==> config.mk <==
export PLATFORM = sky130hd
export DESIGN_NAME = stats_coalesce
export DESIGN_NICKNAME = d
export VERILOG_FILES = /design/src/rtl/stats_coalesce_pkg.sv /design/src/rtl/coalesce_ctrl.sv /design/src/rtl/coalesce_lane_sum.sv /design/src/rtl/coalesce_data.sv /design/src/rtl/stats_coalesce.sv
export SDC_FILE = /design/constraint.sdc
export NUM_CORES = 2
export LEC_CHECK = 0
export CAP_MARGIN = 20
export CORE_MARGIN = 2
export CORE_UTILIZATION = 51
export CTS_BUF_LIST = sky130_fd_sc_hd__clkbuf_8
export DETAILED_ROUTE_END_ITERATION = 8
export PLACE_DENSITY = 0.79
export SLEW_MARGIN = 20
export SYNTH_ARGS = -nofsm -noshare
export SYNTH_HDL_FRONTEND = slang
export SYNTH_SLANG_ARGS = --single-unit
export TNS_END_PERCENT = 50
==> constraint.sdc <==
create_clock -name clk -period 8.7 [get_ports clk]
set_input_delay 0.87 -clock clk [delete_from_list [all_inputs] [get_ports clk]]
set_output_delay 0.87 -clock clk [all_outputs]
set_load 0.02 [all_outputs]
==> src/rtl/stats_coalesce_pkg.sv <==
package stats_coalesce_pkg;

  localparam int NUM_LANES = 4;
  localparam int PKT_W     = 32;
  localparam int BYTE_W    = 40;
  localparam int WORD_W    = PKT_W + BYTE_W;

  typedef logic [WORD_W-1:0] cntWord_t;

  // Strobes passed from the compare logic to the datapath.
  typedef struct packed {
    logic [NUM_LANES-1:0]                keep;      // lane survives same-cycle merge
    logic [NUM_LANES-1:0][NUM_LANES-1:0] mergeSel;  // [i][k]: lane k folds into lane i
    logic [NUM_LANES-1:0]                b2b;       // stage-2 same-lane repeat
  } coalesceStrobes_t;

  // Field-wise add: packet and byte parts wrap on their own.
  function automatic cntWord_t addWords(input cntWord_t a, input cntWord_t b);
    logic [PKT_W-1:0]  pktSum;
    logic [BYTE_W-1:0] byteSum;
    pktSum  = a[WORD_W-1:BYTE_W] + b[WORD_W-1:BYTE_W];
    byteSum = a[BYTE_W-1:0] + b[BYTE_W-1:0];
    return {pktSum, byteSum};
  endfunction

endpackage

==> src/rtl/coalesce_ctrl.sv <==
module coalesce_ctrl
  import stats_coalesce_pkg::*;
#(
  parameter int ADDR_W = 20
) (
  input  logic [NUM_LANES-1:0]             inValid,
  input  logic [NUM_LANES-1:0][ADDR_W-1:0] inAddr,
  input  logic [NUM_LANES-1:0]             s1Valid,
  input  logic [NUM_LANES-1:0][ADDR_W-1:0] s1Addr,
  input  logic [NUM_LANES-1:0]             outValid,
  input  logic [NUM_LANES-1:0][ADDR_W-1:0] outAddr,
  output coalesceStrobes_t                 strb
);

  // Pairwise match matrix between valid lanes of the current cycle.
  logic [NUM_LANES-1:0][NUM_LANES-1:0] laneMatch;

  for (genvar i = 0; i < NUM_LANES; i++) begin : g_row
    for (genvar k = 0; k < NUM_LANES; k++) begin : g_col
      assign laneMatch[i][k] = inValid[i] && inValid[k] && (inAddr[i] == inAddr[k]);
    end
  end

  always_comb begin
    strb = '0;
    for (int i = 0; i < NUM_LANES; i++) begin
      strb.keep[i] = inValid[i];
      for (int k = 0; k < NUM_LANES; k++) begin
        if (k < i && laneMatch[i][k]) begin
          strb.keep[i] = 1'b0;          // a higher-priority lane owns it
        end
        if (k >= i) begin
          strb.mergeSel[i][k] = laneMatch[i][k];
        end
      end
      // Stage 2: merged request against the one that left this lane last cycle.
      strb.b2b[i] = s1Valid[i] && outValid[i] && (s1Addr[i] == outAddr[i]);
    end
  end

endmodule

==> src/rtl/coalesce_lane_sum.sv <==
module coalesce_lane_sum
  import stats_coalesce_pkg::*;
(
  input  logic [NUM_LANES-1:0]  sel,
  input  cntWord_t              incs [NUM_LANES],
  output cntWord_t              sum
);

  always_comb begin
    sum = '0;
    for (int k = 0; k < NUM_LANES; k++) begin
      if (sel[k]) begin
        sum = addWords(sum, incs[k]);
      end
    end
  end

endmodule

==> src/rtl/coalesce_data.sv <==
module coalesce_data
  import stats_coalesce_pkg::*;
#(
  parameter int ADDR_W = 20
) (
  input  logic                             clk,
  input  logic                             rstN,
  input  logic [NUM_LANES-1:0][ADDR_W-1:0] inAddr,
  input  cntWord_t                         inInc [NUM_LANES],
  input  coalesceStrobes_t                 strb,
  output logic [NUM_LANES-1:0]             s1Valid,
  output logic [NUM_LANES-1:0][ADDR_W-1:0] s1Addr,
  output logic [NUM_LANES-1:0]             outValid,
  output logic [NUM_LANES-1:0][ADDR_W-1:0] outAddr,
  output cntWord_t                         outInc [NUM_LANES],
  output logic [NUM_LANES-1:0]             outB2b
);

  cntWord_t laneSum [NUM_LANES];
  cntWord_t s1Inc   [NUM_LANES];

  for (genvar i = 0; i < NUM_LANES; i++) begin : g_sum
    coalesce_lane_sum u_sum (
      .sel  (strb.mergeSel[i]),
      .incs (inInc),
      .sum  (laneSum[i])
    );
  end

  // Stage 1: same-cycle merge result.
  always_ff @(posedge clk) begin
    if (!rstN) begin
      s1Valid <= '0;
      s1Addr  <= '0;
      for (int i = 0; i < NUM_LANES; i++) s1Inc[i] <= '0;
    end else begin
      s1Valid <= strb.keep;
      s1Addr  <= inAddr;
      for (int i = 0; i < NUM_LANES; i++) s1Inc[i] <= laneSum[i];
    end
  end

  // Stage 2: same-lane repeat flag and output register.
  always_ff @(posedge clk) begin
    if (!rstN) begin
      outValid <= '0;
      outAddr  <= '0;
      outB2b   <= '0;
      for (int i = 0; i < NUM_LANES; i++) outInc[i] <= '0;
    end else begin
      outValid <= s1Valid;
      outAddr  <= s1Addr;
      outB2b   <= strb.b2b;
      for (int i = 0; i < NUM_LANES; i++) outInc[i] <= s1Inc[i];
    end
  end

endmodule

==> src/rtl/stats_coalesce.sv <==
module stats_coalesce
  import stats_coalesce_pkg::*;
#(
  parameter int ADDR_W = 20
) (
  input  logic                          clk,
  input  logic                          rstN,
  input  logic [NUM_LANES-1:0]          inValid,
  input  logic [NUM_LANES*ADDR_W-1:0]   inAddr,
  input  logic [NUM_LANES*WORD_W-1:0]   inInc,
  output logic [NUM_LANES-1:0]          outValid,
  output logic [NUM_LANES*ADDR_W-1:0]   outAddr,
  output logic [NUM_LANES*WORD_W-1:0]   outInc,
  output logic [NUM_LANES-1:0]          outB2b
);

  logic [NUM_LANES-1:0][ADDR_W-1:0] inAddrArr;
  logic [NUM_LANES-1:0][ADDR_W-1:0] s1Addr;
  logic [NUM_LANES-1:0][ADDR_W-1:0] outAddrArr;
  logic [NUM_LANES-1:0]             s1Valid;
  cntWord_t                         inIncArr  [NUM_LANES];
  cntWord_t                         outIncArr [NUM_LANES];
  coalesceStrobes_t                 strb;

  for (genvar i = 0; i < NUM_LANES; i++) begin : g_pack
    assign inAddrArr[i]                 = inAddr[i*ADDR_W +: ADDR_W];
    assign inIncArr[i]                  = inInc[i*WORD_W +: WORD_W];
    assign outAddr[i*ADDR_W +: ADDR_W]  = outAddrArr[i];
    assign outInc[i*WORD_W +: WORD_W]   = outIncArr[i];
  end

  coalesce_ctrl #(.ADDR_W(ADDR_W)) u_ctrl (
    .inValid  (inValid),
    .inAddr   (inAddrArr),
    .s1Valid  (s1Valid),
    .s1Addr   (s1Addr),
    .outValid (outValid),
    .outAddr  (outAddrArr),
    .strb     (strb)
  );

  coalesce_data #(.ADDR_W(ADDR_W)) u_data (
    .clk      (clk),
    .rstN     (rstN),
    .inAddr   (inAddrArr),
    .inInc    (inIncArr),
    .strb     (strb),
    .s1Valid  (s1Valid),
    .s1Addr   (s1Addr),
    .outValid (outValid),
    .outAddr  (outAddrArr),
    .outInc   (outIncArr),
    .outB2b   (outB2b)
  );

endmodule

==> flow_summary.json <==
{
  "synth_mux_area_frac": 0.0133,
  "multi_input_area_sq_mm": 0.0329,
  "worstPathMaxFanout": 4,
  "die_area_sq_mm": 0.0995,
  "path_class": "input pin to flip-flop",
  "syn_inst": 5961,
  "dp.cells": 7932,
  "syn2layout_area_growth_pct": 25.4,
  "clock_path_buffers": 3,
  "synth.area.top_cells": "dfxtp_1 (30%), ha_1 (10%), and2_1 (8.2%)",
  "p_leak_uw": 0.0278,
  "yosysTopAreaCellShare": 0.303,
  "max_stage_delay_ps": 430,
  "cts-root-buf": "clkbuf_8",
  "synthTopCellsByCount": "dfxtp_1 (748), and2_1 (645), nand2_1 (547)",
  "synthesis.nets": 6761,
  "drive_above_1_share": 0.0764,
  "post-synth-top-area-cell": "dfxtp_1",
  "syn_area_sq_mm": 0.0495,
  "dp_hpwl_mm": 160,
  "grt_pass1_vias": 46300,
  "fin_cells": 8177,
  "grt_antenna_before_repair": 28,
  "status": "complete, no violations",
  "worst_pin_slew_ps": 1150,
  "postLayoutCoreUtil": 0.643,
  "port-buffer-count": 749,
  "ctsHoldBuffers": 0,
  "synth.avg_cell_area_sq_um": 8.30,
  "clkTransAtPathRegs_ps": 70,
  "fin_nets": 7580,
  "gp_congestion": 1.05,
  "wl_mm": 202,
  "drtIter0Drc": 5049,
  "core_sq_mm": 0.0964,
  "fillers": 8340,
  "cap_violations": 0,
  "die_x_um": 315,
  "yosysSeqAreaShare": 0.303,
  "ctsHtreeMaxLevel": 3,
  "io_pins": 750,
  "hold_slack_ps": 412,
  "row_count": 114,
  "pre_cts_slack_ps": -265,
  "synthSimpleGateAreaFrac": 0.224,
  "avgRoutedWirePerCell_um": 24.7,
  "grt_use_total": 0.390,
  "crit_required_ps": 9440,
  "cts_buffers": 121,
  "finalSetupViolCount": 0,
  "grt_max_degree": 297,
  "layout_setup_ws_ps": 537,
  "cts_resized": 0,
  "synth_compound_area_frac": 0.213,
  "fin_crit_ps": 8160,
  "cp.arrival_ps": 8900,
  "synth_edf_count": 0,
  "cts.sinks": 748,
  "hp-class": "flip-flop to flip-flop",
  "vdd.ir_drop.worst_mv": 0.164,
  "synthMostInstantiatedCell": "dfxtp_1",
  "critPathLaunchType": "input pin",
  "synthFlopType": "dfxtp_1",
  "fmax_mhz": 122,
  "grt.overflow.total": 0,
  "fp.dieH_um": 315,
  "slew_violations": 0,
  "maxSlewHeadroom": 0.235,
  "cts_tree": "yes",
  "yosys.area_share.adder": 0.111,
  "synth.distinct_cells": 103,
  "post-cts-setup-buffers": 0,
  "fin_tns_setup_ps": 0,
  "finClkSkew_ps": 40.3,
  "hold_viol": 0,
  "synth_xor_area_frac": 0.102,
  "grt_pass1_wl_mm": 291,
  "setup.worst_path.end_class": "flip-flop",
  "period_share": 0.938,
  "viasPerCell": 5.99,
  "initial_core_util": 0.513,
  "drt-pass1-iter-count": 6,
  "routed-via-count": 49000,
  "grt_setup_unrepaired": "no",
  "cp_slowest_cell": "clkdlybuf4s50_1",
  "async_flop_share": 0,
  "synth_seq_cells": 748,
  "regArea_sq_mm": 0.0150,
  "power-per-cell-area_mw_per_mm2": 154,
  "drtAntennaViolNets": 0,
  "route.detailed.drc": 0,
  "ys_warn_count": 0,
  "clock_latency_ps": 860,
  "synth_top_family_by_area": "simple AND/OR/NAND/NOR gates"
}
-- registers in the layout (all words and copies together), names as in the netlist --
name / cells
u_data.outAddr: 80
u_data.outB2b: 4
u_data.outInc: 288
u_data.outValid: 4
u_data.s1Addr: 80
u_data.s1Inc: 288
u_data.s1Valid: 4
-- metal layers --
| metal | track usage | up-vias | wire length (um) |
|---|---|---|---|
| met5 | 0 | - | 32 |
| met4 | 0.182 | 8 | 9620 |
| met3 | 0.0731 | 478 | 19600 |
| met2 | 0.620 | 2512 | 89100 |
| met1 | 0.511 | 23200 | 83600 |
| li1 | - | 22800 | - |
-- final timing paths --
path,from,endpoint,slack [ps],depth (start not counted)
worst min-delay path,u_data.s1Inc[2][33]$_SDFF_PN0_,u_data.outInc[105]$_SDFF_PN0_,410,1
worst max-delay path,inInc[0],u_data.s1Inc[0][39]$_SDFF_PN0_,540,36
worst max register to register,u_data.outAddr[27]$_SDFF_PN0_,u_data.outB2b[1]$_SDFF_PN0_,6970,4
worst min register to register,u_data.s1Inc[2][33]$_SDFF_PN0_,u_data.outInc[105]$_SDFF_PN0_,410,1
-- kinds of logic (layout without fill, tap and decap cells) --
logic type	Yosys count	after routing
AO/OA/AOI/OAI	1604	1604
XOR/XNOR	574	574
adder cells (fa/ha/maj)	434	434
buffers and inverters	435	1356
flip-flops	748	748
multiplexers	62	62
other	0	19
AND/OR/NAND/NOR	2104	2104
-- cells in the final DEF (no fill, tap or decap), drive strengths merged, types with 48 or more instances in the layout --
| master | n |
|---|---|
| dfxtp | 748 |
| clkdlybuf4s50 | 744 |
| and2 | 648 |
| nand2 | 547 |
| a21oi | 440 |
| ha | 414 |
| o21ai | 323 |
| xnor2 | 321 |
| nor2 | 292 |
| a21o | 276 |
| xor2 | 253 |
| buf | 220 |
| inv | 204 |
| clkbuf | 150 |
| and3 | 117 |
| nand3 | 106 |
| nand4 | 79 |
| a211oi | 75 |
| nand2b | 59 |
| o21a | 57 |
| o21bai | 57 |
| nor3 | 55 |
| a31oi | 55 |
| nor4 | 48 |
-- report_power, final --
group | internal, uW | switching, uW
clock | 1800 | 1570
sequential | 3550 | 50.6
combinational | 1100 | 1460
total | 6450 | 3090
-- area by class of cell --
cell class                 instances  share of cell area
clock buffer                     150              0.0333
multi-input combinational       4778               0.530
antenna                           19            0.000766
tap                             1276              0.0257
sequential                       748               0.241
timing repair buffer             964               0.148
clock inverter                    75              0.0103
inverter                         167              0.0101
-- per-stage QoR --
step	area, sq um	total power [uW]
after global routing	62000	9900
after CTS	62000	9520
final	62000	9540
after detailed placement	59200	6160
after global placement	59200	6130
after floorplan	49500	5230
-- critical path: cells and delay by family --
| family | cells | cell delay (ps) |
|---|---|---|
| and+or+nand+nor | 8 | 1140 |
| muxes | 2 | 300 |
| xor gates and xnor gates | 3 | 430 |
| AOI/OAI and AO/OA | 14 | 3380 |
| adders and majority gates | 6 | 1950 |
| buffers and inverters | 3 | 810 |
Note: power is estimated with default switching activity, not from simulation.
